==> src/rtl/zipidx_pkg.sv <==
package zipidx_pkg;

    localparam int unsigned DEF_MAX_VL  = 64;
    localparam int unsigned DEF_MAX_SUB = 4;

    typedef enum logic {
        ORD_ELEM_OUTER = 1'b0,
        ORD_SUB_OUTER  = 1'b1
    } order_e;

    typedef enum logic {
        ST_IDLE = 1'b0,
        ST_RUN  = 1'b1
    } state_e;

endpackage

==> src/rtl/zipidx_walker.sv <==
module zipidx_walker
    import zipidx_pkg::*;
#(
    parameter int unsigned VL_W  = 7,
    parameter int unsigned SUB_W = 3,
    parameter int unsigned OFF_W = 8
) (
    input  logic             clk,
    input  logic             rst,
    input  logic             load,
    input  logic             adv,
    input  order_e           ord,
    input  logic [VL_W-1:0]  vl,
    input  logic [SUB_W-1:0] sub,
    output logic [OFF_W-1:0] off_q,
    output logic             fin_q
);

    logic [VL_W-1:0]  i_q, i_nx;
    logic [SUB_W-1:0] j_q, j_nx;
    logic [VL_W-1:0]  vl_m1;
    logic [SUB_W-1:0] sub_m1;
    logic [OFF_W-1:0] off_nx;
    logic             fin_nx;

    assign vl_m1  = vl - VL_W'(1);
    assign sub_m1 = sub - SUB_W'(1);

    // position step for the selected loop nesting
    always_comb begin
        i_nx = i_q;
        j_nx = j_q;
        if (ord == ORD_ELEM_OUTER) begin
            if (j_q == sub_m1) begin
                j_nx = '0;
                i_nx = i_q + VL_W'(1);
            end else begin
                j_nx = j_q + SUB_W'(1);
            end
        end else begin
            if (i_q == vl_m1) begin
                i_nx = '0;
                j_nx = j_q + SUB_W'(1);
            end else begin
                i_nx = i_q + VL_W'(1);
            end
        end
        off_nx = OFF_W'(i_nx) * OFF_W'(sub) + OFF_W'(j_nx);
        fin_nx = (i_nx == vl_m1) && (j_nx == sub_m1);
    end

    always_ff @(posedge clk) begin
        if (rst) begin
            i_q   <= '0;
            j_q   <= '0;
            off_q <= '0;
            fin_q <= 1'b0;
        end else if (load) begin
            i_q   <= '0;
            j_q   <= '0;
            off_q <= '0;
            fin_q <= (vl_m1 == '0) && (sub_m1 == '0);
        end else if (adv) begin
            i_q   <= i_nx;
            j_q   <= j_nx;
            off_q <= off_nx;
            fin_q <= fin_nx;
        end
    end

endmodule

==> src/rtl/zipidx_gen.sv <==
module zipidx_gen
    import zipidx_pkg::*;
#(
    parameter int unsigned MAX_VL  = DEF_MAX_VL,
    parameter int unsigned MAX_SUB = DEF_MAX_SUB,
    localparam int unsigned VL_W   = $clog2(MAX_VL + 1),
    localparam int unsigned SUB_W  = $clog2(MAX_SUB + 1),
    localparam int unsigned OFF_W  = $clog2(MAX_VL * MAX_SUB)
) (
    input  logic             clk,
    input  logic             rst,
    input  logic             i_start,
    input  logic             i_ord,
    input  logic [VL_W-1:0]  i_vl,
    input  logic [SUB_W-1:0] i_src_sub,
    input  logic [SUB_W-1:0] i_dst_sub,
    input  logic             i_ready,
    output logic             o_valid,
    output logic [OFF_W-1:0] o_src_off,
    output logic [OFF_W-1:0] o_dst_off,
    output logic             o_last,
    output logic             o_done
);

    localparam int unsigned SIDES = 2;   // 0 = source, 1 = destination

    state_e           state_q;
    order_e           ord_q;
    logic [VL_W-1:0]  vl_q;
    logic [SUB_W-1:0] sub_q  [SIDES];
    logic [SUB_W-1:0] sub_in [SIDES];
    logic             valid_q, done_q;
    logic             busy;

    logic             accept, empty_go, fire, finish, step;
    order_e           ord_use;
    logic [VL_W-1:0]  vl_use;
    logic [OFF_W-1:0] off_w [SIDES];
    logic             fin_w [SIDES];

    assign busy     = (state_q == ST_RUN);
    assign accept   = !busy && i_start && (i_vl != '0);
    assign empty_go = !busy && i_start && (i_vl == '0);
    assign fire     = valid_q && i_ready;
    assign finish   = fire && o_last;
    assign step     = fire && !o_last;

    assign sub_in[0] = i_src_sub;
    assign sub_in[1] = i_dst_sub;

    // on the load cycle walkers see the live inputs, afterwards the latched set
    assign ord_use = accept ? order_e'(i_ord) : ord_q;
    assign vl_use  = accept ? i_vl : vl_q;

    for (genvar g = 0; g < SIDES; g++) begin : g_side
        logic [SUB_W-1:0] sub_use;
        assign sub_use = accept ? sub_in[g] : sub_q[g];

        always_ff @(posedge clk) begin
            if (rst)         sub_q[g] <= SUB_W'(1);
            else if (accept) sub_q[g] <= sub_in[g];
        end

        zipidx_walker #(
            .VL_W  (VL_W),
            .SUB_W (SUB_W),
            .OFF_W (OFF_W)
        ) u_walk (
            .clk   (clk),
            .rst   (rst),
            .load  (accept),
            .adv   (step),
            .ord   (ord_use),
            .vl    (vl_use),
            .sub   (sub_use),
            .off_q (off_w[g]),
            .fin_q (fin_w[g])
        );
    end

    always_ff @(posedge clk) begin
        if (rst) begin
            state_q <= ST_IDLE;
            ord_q   <= ORD_ELEM_OUTER;
            vl_q    <= '0;
            valid_q <= 1'b0;
            done_q  <= 1'b0;
        end else begin
            done_q <= empty_go || finish;
            case (state_q)
                ST_IDLE: begin
                    if (accept) begin
                        state_q <= ST_RUN;
                        ord_q   <= order_e'(i_ord);
                        vl_q    <= i_vl;
                        valid_q <= 1'b1;
                    end
                end
                ST_RUN: begin
                    if (finish) begin
                        state_q <= ST_IDLE;
                        valid_q <= 1'b0;
                    end
                end
                default: state_q <= ST_IDLE;
            endcase
        end
    end

    // stream ends once either side has reached its final position
    assign o_valid   = valid_q;
    assign o_src_off = off_w[0];
    assign o_dst_off = off_w[1];
    assign o_last    = fin_w[0] || fin_w[1];
    assign o_done    = done_q;

endmodule

==> config.mk <==
export PLATFORM = sky130hd
export DESIGN_NAME = zipidx_gen
export DESIGN_NICKNAME = d
export VERILOG_FILES = /design/src/rtl/zipidx_pkg.sv /design/src/rtl/zipidx_walker.sv /design/src/rtl/zipidx_gen.sv
export SDC_FILE = /design/constraint.sdc
export NUM_CORES = 1
export LEC_CHECK = 0
export BUFFER_PORTS_ARGS = -buffer_cell sky130_fd_sc_hd__buf_4
export CAP_MARGIN = 30
export CORE_MARGIN = 2
export CORE_UTILIZATION = 28
export DETAILED_ROUTE_END_ITERATION = 12
export SLEW_MARGIN = 10
export SYNTH_ARGS = -nofsm -noshare
export SYNTH_HDL_FRONTEND = slang
export SYNTH_SLANG_ARGS = --single-unit
export TNS_END_PERCENT = 100
==> constraint.sdc <==
create_clock -name clk -period 9.85 [get_ports clk]
set_input_delay 0 -clock clk [delete_from_list [all_inputs] [get_ports clk]]
set_output_delay 0 -clock clk [all_outputs]
set_load 0.01 [all_outputs]
==> summary.txt, run 1 <==
Status
  – Outcome: completed

Floorplanning
  – Starting Density: 28.62%
  – Die Ht: 148.0 µm
  – DIE AREA: 21920 µm²
  – Core area: 20300 µm²
  – Die width: 148.0 µm
  – Top Ports: 37
  – # rows: 52

Synth
  – Most frequent cell after synthesis: nand2_1
  – Post-synth top area cell: dfxtp_1
  – Top cell type's share of synthesized area: 16.89%
  – Syn_nets: 811
  – Sequential share of the synthesized area: 19.99%
  – Mean Syn Cell Area: 7.819 µm²
  – Post-synthesis async set-or-reset flop share: 0%
  – Top post-synthesis cells by area: dfxtp_1 (17%), ha_1 (7.8%), nand2_1 (5.2%), nor2_1 (5.0%), fa_1 (4.8%)
  – Commonest cells in the netlist: nand2_1 (80), nor2_1 (78), a21oi_1 (51)
  – FF+latch count, synth: 55
  – Post-synth EDFFs: 6
  – Ys flop type: dfxtp_1
  – Syn Inst Count: 743
  – Post-Synthesis Cell Area: 5809 µm²
  – Ys Warns: 0
  – Library cells used by synthesis: 80

Power
  – VDD IR-drop max: 0.00007128 V
  – Switching share of power: 38.71%
  – Pint: 453.5 µW
  – Power per cell area: 112.1 nW/µm²
  – Clock power frac: 29.4%
  – Logic pwr share: 37.9%
  – Switch Pwr: 286.5 µW
  – P_leak: 0.002758 µW
  – Power share of the sequential group: 32.7%

Layout
  – Fin nets: 833
  – Layout cell share with drive strength beyond 1: 11.62%
  – Seq. cell area: 1161 µm²
  – Area of the multi-input gates: 4360 µm²
  – N_diodes: 0
  – # fillers: 2202
  – Synthesis-to-layout area growth: 13.65%
  – Fin util: 32.53%

CTS
  – Post-cts sizing count: 0
  – Root Driver: clkbuf_16
  – CTS tree: built
  – Clock sink total: 55
  – CTS Buffer Depth: 2
  – Postcts setup bufs: 0
  – Skew-Pair Late Insertion Delay: 0.32 ns
  – CTS Hold Buffers Added: 7
  – Htree depth: 2
  – CTS Buf Count: 5
  – Worst-path clk slew: 0.09 ns

Global routing
  – Initial antenna violation count: 0
  – GR Overflow Total: 0
  – Vias in the first global route: 5341
  – First-pass GRT wire length: 28510 µm
  – Largest net degree at the start of global routing: 43
  – Met1 GRT Util: 23.94%
  – Total Routing Usage GR: 16.22%
  – Most used routing layer: met2
  – GR Util met3: 3.333%
  – Met2 Use GR: 24.12%

STA
  – Final period util: 85.44%
  – Relative slew slack: 43.54%
  – Fmax: 118.8 MHz
  – Setup violators final: 0
  – Post-layout minimum cycle time: 8.416 ns
  – RSZ-0062 raised after global routing: false
  – Final TNS setup: 0 ns
  – Final Skew: 0.01832 ns
  – Max-slew violations: 0
  – Endpoints failing hold: 0
  – Final hold slack: 0.04295 ns
  – Worst-margin pin slew: 0.8440 ns

Critical path
  – Setup CP Type: reg2reg
  – CP Capture Type: flip-flop
  – CP arrival: 8.63 ns
  – Crit path required time: 10.07 ns
  – Critical path peak fanout: 17
  – Critical path launch point type: flip-flop

Min path
  – Hold Crit Class: in2reg

Detailed routing
  – Routed via count: 5569
  – WL/cell: 17.08 µm
  – Vias per inst: 5.375
  – DRC: 0
  – Initial DRC count: 519
  – Drt pass-1 iters: 5
  – Antenna-violating nets left: 0
  – Routed WL: 17690 µm

Placed design
  – Dpl hpwl: 12780 µm
  – PortBufs: 36
  – GP Congestion: 0.9038

Flow run
  – Max-Cap Viols: 0
cells in the final DEF (no fill, tap or decap), types with 5 or more instances in the layout:
master         count
fa_1              14
and3_1            11
mux2i_1           16
nand4_1            7
nor2b_1            7
a21o_1            10
nor3_1            15
and2_1             7
o211ai_1           6
nand2b_1          13
xnor2_1           26
a211oi_1          14
o21a_1             5
a21oi_1           51
buf_4             45
nand2_1           80
dlygate4sd3_1      7
xor2_1            14
ha_1              36
o21ai_1            6
o21ai_0           31
or2_2             15
dfxtp_1           49
a32oi_1            5
or4_1              5
edfxtp_1           6
a31oi_1            6
nand3_1           29
nor2_1            77
a22oi_1           10
or3_1             12
clkbuf_16          6
inv_1             33
nor4_1             5
xnor3_1            8
power by group through the flow:
stage	Sequential [µW]	Clock (µW)	Combinational (µW)
CTS	242	223	274
floorplan	244	0	197
global placement	247	0	271
global route	243	232	307
detailed placement	247	0	270
finish	242	218	280
cell type report:
| cell class | count | area share [%] |
|---|---|---|
| Multi-Input combinational cell | 615 | 66.04 |
| Sequential cell | 55 | 17.59 |
| Timing Repair Buffer | 54 | 6.708 |
| Tap cell | 270 | 5.117 |
| Clock buffer | 7 | 2.482 |
| Inverter | 34 | 1.933 |
| Clock inverter | 1 | 0.1327 |
per-stage QoR:
stage	instances	setup WS, ns	area, µm²	total power, µW
after global placement	1019	1.693	6325	517.4
after detailed placement	1019	1.387	6325	516.5
final	1036	1.434	6603	740.0
after global routing	1036	0.7381	6603	782.5
after CTS	1034	1.354	6568	737.8
after floorplan	743	2.748	5809	440.9
state kept, by name (all words and copies together), names as in the netlist:
register and count:
g_side.u_walk.off_q 16, g_side.u_walk.i_q 14, vl_q 7, g_side.u_walk.j_q 6, sub_q 6, g_side.u_walk.fin_q 2
busy 1, o_done 1, o_valid 1, ord_q 1
cell families after synthesis:
family                   synth area share (%)
AO/OA/AOI/OAI                           23.15
XOR/XNOR                                9.541
adder cells (fa/ha/maj)                 12.58
buffers and inverters                   5.147
flip-flops                              19.99
multiplexers                            3.317
AND/OR/NAND/NOR                         26.28
final timing paths:
path	start	to	slack, ns	cells past startpoint
min	i_ready	o_done	0.04	3
max	busy	g_side[0].u_walk.off_q[7]	1.43	26
max reg2reg	busy	g_side[0].u_walk.off_q[7]	1.43	26
min reg2reg	g_side[1].u_walk.off_q[3]	g_side[1].u_walk.off_q[3]	0.46	2
metal layers:
metal	wire length (µm)	part of all wire [%]	vias up
met2	7338	41	225
met1	8724	49	2585
met5	0	0	-
met4	249	1.4	0
li1	-	-	2735
met3	1379	7.8	24
worst max-delay path: stages (launching register included):
cell	delay, ns
dfxtp_1	0.35
nor2b_1	0.61
o21ai_4	0.34
a22oi_1	0.37
ha_1	0.47
o21ai_1	0.18
a2111oi_4	0.54
xnor3_1	0.43
or4_4	0.46
a211oi_4	0.54
nor2_2	0.12
a21boi_0	0.46
or2_2	0.21
fa_1	0.40
inv_1	0.08
fa_1	0.47
fa_1	0.48
a21o_1	0.19
a21oi_1	0.21
o21bai_1	0.09
a21oi_1	0.19
xnor2_1	0.24
or4_1	0.17
o41ai_1	0.07
a2111oi_2	0.39
xor2_1	0.18
a21oi_1	0.08
No activity file was read; power rests on OpenSTA's default activity.
==> run 2: changes to the inputs <==
Settings changed: PLACE_DENSITY set to 0.46.
==> summary.txt, run 2 (synthesized netlist as in run 1, its figures left out) <==
Global routing
  – Initial antenna violation count: 0 (unchanged)
  – Largest net degree at the start of global routing: 40 (-7.0%)
  – First-pass GRT wire length: 29610 µm (+3.9%)
  – Total Routing Usage GR: 17.08% (+0.86 points)
  – GR Overflow Total: 0 (unchanged)
  – Vias in the first global route: 5261 (-1.5%)

Critical path
  – Setup CP Type: reg2reg
  – Critical path peak fanout: 17 (unchanged)
  – CP Capture Type: flip-flop
  – R2r setup slk: 1.48 ns (+0.05 ns)
  – Crit path required time: 10.05 ns (-0.02 ns)
  – Number of cells traversed by the worst register-to-register path: 26 (unchanged)
  – CP top delay family: compound AO/OA/AOI/OAI gates
  – CP arrival: 8.57 ns (-0.06 ns)
  – RR Endpoint: g_side[0].u_walk.off_q[7]
  – Critical Path Max Stage Delay: 0.58 ns (-0.03 ns)
  – Critical path launch point type: flip-flop
  – CP max-delay cell: nor2b_1
  – FF-to-FF Start: busy
  – Worst path bufs/invs: 1 (unchanged)

Placed design
  – Placed cell areas: 6352 µm² (+0.44%)
  – Dpl hpwl: 13800 µm (+8.0%)
  – GP Congestion: 0.8669 (-4.1%)
  – Place WS: 1.539 ns (+0.1519 ns)
  – PortBufs: 36 (unchanged)
  – # placed instances: 1021 (+0.20%)

Power
  – Power per cell area: 111.1 nW/µm² (-0.87%)
  – Clock power frac: 28.1% (-1.3 points)
  – Switch Pwr: 286.4 µW (about the same)
  – Logic pwr share: 38.8% (+0.9 points)
  – Switching share of power: 39.18% (+0.47 points)
  – VDD IR-drop max: 0.00006824 V (-4.3%)
  – Pint: 444.5 µW (-2.0%)
  – P_leak: 0.002748 µW (-0.38%)
  – Power share of the sequential group: 33.1% (+0.4 points)

Floorplanning
  – Starting Density: 28.62% (unchanged)
  – Die width: 148.0 µm (unchanged)
  – Die Ht: 148.0 µm (unchanged)
  – Core area: 20300 µm² (unchanged)
  – Top Ports: 37 (unchanged)
  – DIE AREA: 21920 µm² (unchanged)
  – # rows: 52 (unchanged)

Layout
  – Fin nets: 833 (unchanged)
  – Top Registers: g_side.u_walk.off_q: 16 flops, g_side.u_walk.i_q: 14 flops, vl_q: 7 flops
  – Layout cell share with drive strength beyond 1: 11.50% (-0.12 points)
  – Most common cell after layout, fill and taps aside: nand2_1
  – Post-route cell area: 6579 µm² (-0.36%)
  – N_diodes: 0 (unchanged)
  – Most frequent cells in the layout: nand2_1 (80), nor2_1 (77), a21oi_1 (51)
  – Fin cells: 1035 (-0.097%)
  – Biggest register: g_side.u_walk.off_q
  – Max FFs per register: 16 (unchanged)
  – Synthesis-to-layout area growth: 13.25%

STA
  – Crit path setup slack, layout: 1.482 ns (+0.04744 ns)
  – Setup violators final: 0 (unchanged)
  – Relative slew slack: 44.08% (+0.53 points)
  – Final period util: 84.96% (-0.48 points)
  – Endpoints failing hold: 0 (unchanged)
  – Final Skew: 0.01071 ns (-0.007607 ns)
  – RSZ-0062 raised after global routing: false
  – Fmax: 119.5 MHz (+0.57%)
  – Max-slew violations: 0 (unchanged)
  – Post-layout minimum cycle time: 8.368 ns (-0.04744 ns)
  – Final TNS setup: 0 ns (unchanged)
  – Worst-margin pin slew: 0.8360 ns (-0.007931 ns)

Min path
  – Min-Delay Startpoint: i_ready
  – Hold path cells: 3 (unchanged)
  – Hold path endpoint: o_done
  – Hold Crit Class: in2reg

Detailed routing
  – Routed WL: 18500 µm (+4.6%)
  – Initial DRC count: 459 (-12%)
  – Routed via count: 5448 (-2.2%)
  – Antenna-violating nets left: 0 (unchanged)
  – Drt pass-1 iters: 5 (unchanged)
  – WL/cell: 17.87 µm (+4.7%)
  – DRC: 0 (unchanged)
  – Vias per inst: 5.264 (-2.1%)

CTS
  – Htree depth: 2 (unchanged)
  – Worst-path clk slew: 0.08 ns (about the same)
  – CTS tree: built
  – Post-cts sizing count: 0 (unchanged)
  – Clock sink total: 55 (unchanged)
  – Postcts setup bufs: 0 (unchanged)
  – CTS Buf Count: 5 (unchanged)
  – CTS Buffer Depth: 2 (unchanged)
  – Skew-Pair Late Insertion Delay: 0.31 ns (about the same)
  – Root Driver: clkbuf_16

Flow run
  – Max-Cap Viols: 0 (unchanged)

Status
  – Outcome: completed
run 2: worst max-delay path by stage:
stage | from | to | slack, ns | cells after the start
after CTS | busy | g_side[0].u_walk.off_q[7] | 1.51 | 26
after global placement | busy | g_side[0].u_walk.off_q[7] | 1.59 | 26
after global routing | busy | g_side[0].u_walk.off_q[7] | 0.91 | 26
after detailed placement | busy | g_side[0].u_walk.off_q[7] | 1.54 | 26
after floorplan | busy | g_side[0].u_walk.off_q[7] | 2.75 | 30
final | busy | g_side[0].u_walk.off_q[7] | 1.48 | 26
run 2: layer usage:
layer | vias up | GRT usage [%] | part of all wire [%] | wire (µm)
li1 | 2748 | - | - | -
met1 | 2534 | 25.32 | 51 | 9471
met2 | 143 | 26.04 | 43 | 7876
met3 | 23 | 2.593 | 4.5 | 841
met4 | 0 | 3.905 | 1.7 | 310
met5 | - | 0 | 0 | 0
run 2: worst reg2reg max path: stages (launching register included):
cell,delay (ns)
dfxtp_1,0.35
nor2b_1,0.58
o21ai_4,0.34
a22oi_1,0.36
ha_1,0.46
o21ai_1,0.18
a2111oi_4,0.53
xnor3_1,0.43
or4_4,0.46
a211oi_4,0.56
nor2_2,0.12
a21boi_0,0.43
or2_2,0.21
fa_1,0.40
inv_1,0.09
fa_1,0.47
fa_1,0.47
a21o_1,0.19
a21oi_1,0.21
o21bai_1,0.10
a21oi_1,0.17
xnor2_1,0.24
or4_1,0.17
o41ai_1,0.07
a2111oi_2,0.40
xor2_1,0.18
a21oi_1,0.08
run 2: stage by stage:
stage          hold WS [ns]  total power [µW]  util [%]
2_1_floorplan       0.06907             440.9         -
3_3_place_gp         0.2845             527.6     31.19
3_5_place_dp         0.2820             525.2     31.29
4_1_cts             0.02422             738.0     32.41
5_1_grt             0.04090             775.8     32.41
6_report            0.03404             730.9     32.41
run 2: cell type report:
| cell class | instances | area, µm² |
|---|---|---|
| Tap cell | 270 | 337.8 |
| Timing Repair Buffer | 54 | 435.4 |
| Inverter | 34 | 127.6 |
| Clock buffer | 6 | 150.1 |
| Multi-Input combinational cell | 615 | 4360 |
| Sequential cell | 55 | 1161 |
| Clock inverter | 1 | 6.256 |
| Fill cell | 2202 | 13720 |
run 2: what timing repair did:
| action | in CTS | in global routing |
|---|---|---|
| hold buffers | 7 | 0 |
| setup endpoints to repair | 0 | 0 |
| hold endpoints to repair | 10 | 0 |
run 2: power by group through the flow:
stage | Combinational (µW) | Clock (µW) | Sequential (µW)
after global placement | 280 | 0 | 247
after detailed placement | 278 | 0 | 247
after CTS | 283 | 214 | 242
after floorplan | 197 | 0 | 244
final | 284 | 205 | 242
after global routing | 310 | 223 | 243
==> run 3: changes to the inputs <==
Clock period 9.85 ns to 8.16 ns, I/O delays scaled along.
==> summary.txt, run 3 (synthesized netlist as in run 1, its figures left out) <==
Status
  – Outcome: finished, violations left
  – Failing checks: negative hold slack

Power
  – VDD IR-drop max: 0.00008638 V (+27%)
  – P_leak: 0.002780 µW (+1.2%)
  – Final Power: 902.9 µW (+24%)
  – Logic pwr share: 38.5% (-0.3 points)
  – Power per cell area: 136.2 nW/µm² (+23%)
  – Clock power frac: 29.2% (+1.1 points)
  – Power share of the sequential group: 32.3% (-0.8 points)
  – Switch Pwr: 352.0 µW (+23%)
  – Pint: 550.9 µW (+24%)
  – Switching share of power: 38.99% (-0.20 points)

CTS
  – CTS tree: built
  – CTS Buf Count: 5 (unchanged)
  – Postcts setup bufs: 0 (unchanged)
  – Clock sink total: 55 (unchanged)
  – Htree depth: 2 (unchanged)
  – Root Driver: clkbuf_16
  – Skew-Pair Late Insertion Delay: 0.31 ns (about the same)
  – Worst-path clk slew: 0.08 ns (about the same)
  – CTS Buffer Depth: 2 (unchanged)

Layout
  – Area of the multi-input gates: 4360 µm² (unchanged)
  – Top Registers: g_side.u_walk.off_q: 16 flops, g_side.u_walk.i_q: 14 flops, vl_q: 7 flops
  – Synthesis-to-layout area growth: 14.09%
  – Most common cell after layout, fill and taps aside: nand2_1
  – # fillers: 2216 (+0.64%)
  – Layout cell share with drive strength beyond 1: 12.45% (+0.95 points)
  – N_diodes: 0 (unchanged)
  – Fin cells: 1041 (+0.58%)
  – Most frequent cells in the layout: nand2_1 (80), nor2_1 (77), buf_4 (53)
  – Fin nets: 838 (+0.60%)
  – Biggest register: g_side.u_walk.off_q
  – Seq. cell area: 1161 µm² (unchanged)
  – Max FFs per register: 16 (unchanged)

Critical path
  – Critical Path End: g_side[0].u_walk.off_q[7]
  – Critical path peak fanout: 8 (-9)
  – CP arrival: 7.73 ns (-0.84 ns)
  – CP Capture Type: flip-flop
  – FF-to-FF Start: busy
  – Setup CP Type: reg2reg
  – RR Endpoint: g_side[0].u_walk.off_q[7]
  – R2r setup slk: 0.63 ns (-0.86 ns)
  – Crit path required time: 8.36 ns (-1.69 ns)
  – Worst Setup SP: busy
  – Critical path launch point type: flip-flop
  – Number of cells traversed by the worst register-to-register path: 26 (unchanged)

STA
  – Final hold slack: -0.002536 ns (-0.03658 ns)
  – Final Skew: 0.009723 ns (-0.0009855 ns)
  – Max-slew violations: 0 (unchanged)
  – Final period util: 92.33% (+7.4 points)
  – Relative slew slack: 43.92% (-0.16 points)
  – Endpoints failing hold: 1 (+1)
  – Worst-margin pin slew: 0.8384 ns (+0.002351 ns)
  – Post-layout minimum cycle time: 7.534 ns (-0.8346 ns)
  – Final TNS setup: 0 ns (unchanged)
  – Setup violators final: 0 (unchanged)
  – RSZ-0062 raised after global routing: false
  – Fmax: 132.7 MHz (+11%)

Global routing
  – Initial antenna violation count: 0 (unchanged)
  – GR Overflow Total: 0 (unchanged)
  – First-pass GRT wire length: 29860 µm (+0.84%)
  – Total Routing Usage GR: 17.19% (+0.11 points)
  – Largest net degree at the start of global routing: 40 (unchanged)
  – Vias in the first global route: 5234 (-0.51%)

Placed design
  – # placed instances: 1028 (+0.69%)
  – PortBufs: 36 (unchanged)
  – Dpl hpwl: 13960 µm (+1.2%)
  – GP Congestion: 0.8326 (-4.0%)

Detailed routing
  – Initial DRC count: 422 (-8.1%)
  – DRC: 0 (unchanged)
  – WL/cell: 18.00 µm (+0.69%)
  – Routed WL: 18730 µm (+1.3%)
  – Antenna-violating nets left: 0 (unchanged)
  – Routed via count: 5576 (+2.3%)
  – Drt pass-1 iters: 5 (unchanged)
  – Vias per inst: 5.356 (+1.8%)

Floorplanning
  – # rows: 52 (unchanged)
  – Die Ht: 148.0 µm (unchanged)
  – Die width: 148.0 µm (unchanged)
  – Top Ports: 37 (unchanged)
  – DIE AREA: 21920 µm² (unchanged)
  – Starting Density: 28.62% (unchanged)
  – Core area: 20300 µm² (unchanged)

Min path
  – Hold Crit Class: in2reg
  – Hold path cells: 2 (-1)

Flow run
  – Max-Cap Viols: 0 (unchanged)
## run 3: worst min-delay path by stage
stage / start / end / slack [ns]
floorplan: rst / o_done / 0.07
global placement: i_dst_sub[0] / sub_q[1][0] / 0.28
detailed placement: i_dst_sub[0] / sub_q[1][0] / 0.28
CTS: i_dst_sub[1] / sub_q[1][1] / 0.0003
global route: i_dst_sub[1] / sub_q[1][1] / 0.005
finish: i_dst_sub[1] / sub_q[1][1] / -0.003
## run 3: per-stage QoR
step	instance area (µm²)	setup slack, ns	utilization [%]
2_1_floorplan	5809	1.058	-
3_3_place_gp	6385	0.5498	31.45
3_5_place_dp	6405	0.6241	31.55
4_1_cts	6628	0.5951	32.65
5_1_grt	6628	0.08168	32.65
6_report	6628	0.6262	32.65
## run 3: area by class of cell
type                       count  area share [%]
inverter                      34           1.926
multi-input combinational    615           65.79
clock buffer                   7           2.473
timing repair buffer          59           7.061
tap                          270           5.097
clock inverter                 1          0.1322
sequential                    55           17.52
## run 3: what timing repair did
item	CTS	global route
endpoints found under the hold margin	5	0
hold buffers	5	0
gates resized for setup	0	0
setup endpoints to repair	0	0
## run 3: power by group through the flow
| stage | sequential [µW] | combinational, µW | clock (µW) |
|---|---|---|---|
| finish | 292 | 347 | 264 |
| global route | 293 | 380 | 283 |
| CTS | 292 | 346 | 275 |
| detailed placement | 298 | 341 | 0 |
| global placement | 298 | 344 | 0 |
| floorplan | 295 | 238 | 0 |
## run 3: worst max-delay path, stage by stage, from the launching register on
cell,delay (ns)
dfxtp_1,0.35
nand2b_1,0.30
a221oi_2,0.66
ha_1,0.29
o21ai_1,0.10
a2111oi_4,0.51
xnor3_1,0.44
or4_4,0.47
a21o_1,0.20
o21ai_2,0.32
nor3b_1,0.10
a21oi_1,0.27
or2_2,0.18
fa_1,0.40
inv_1,0.08
fa_1,0.46
fa_1,0.47
a21o_1,0.19
a21oi_1,0.21
o21bai_1,0.09
a21oi_1,0.18
xnor2_1,0.25
or4_1,0.18
o41ai_1,0.07
a2111oi_2,0.38
xor2_1,0.18
a21oi_1,0.08
## run 3: per-layer routing
| metal | routed length (µm) | vias to the layer above | track usage (%) | share of wire (%) |
|---|---|---|---|---|
| li1 | - | 2749 | - | - |
| met1 | 9557 | 2637 | 26.37 | 51 |
| met2 | 7987 | 170 | 25.69 | 43 |
| met3 | 923 | 20 | 2.253 | 4.9 |
| met4 | 265 | 0 | 3.333 | 1.4 |
| met5 | 0 | - | 0 | 0 |
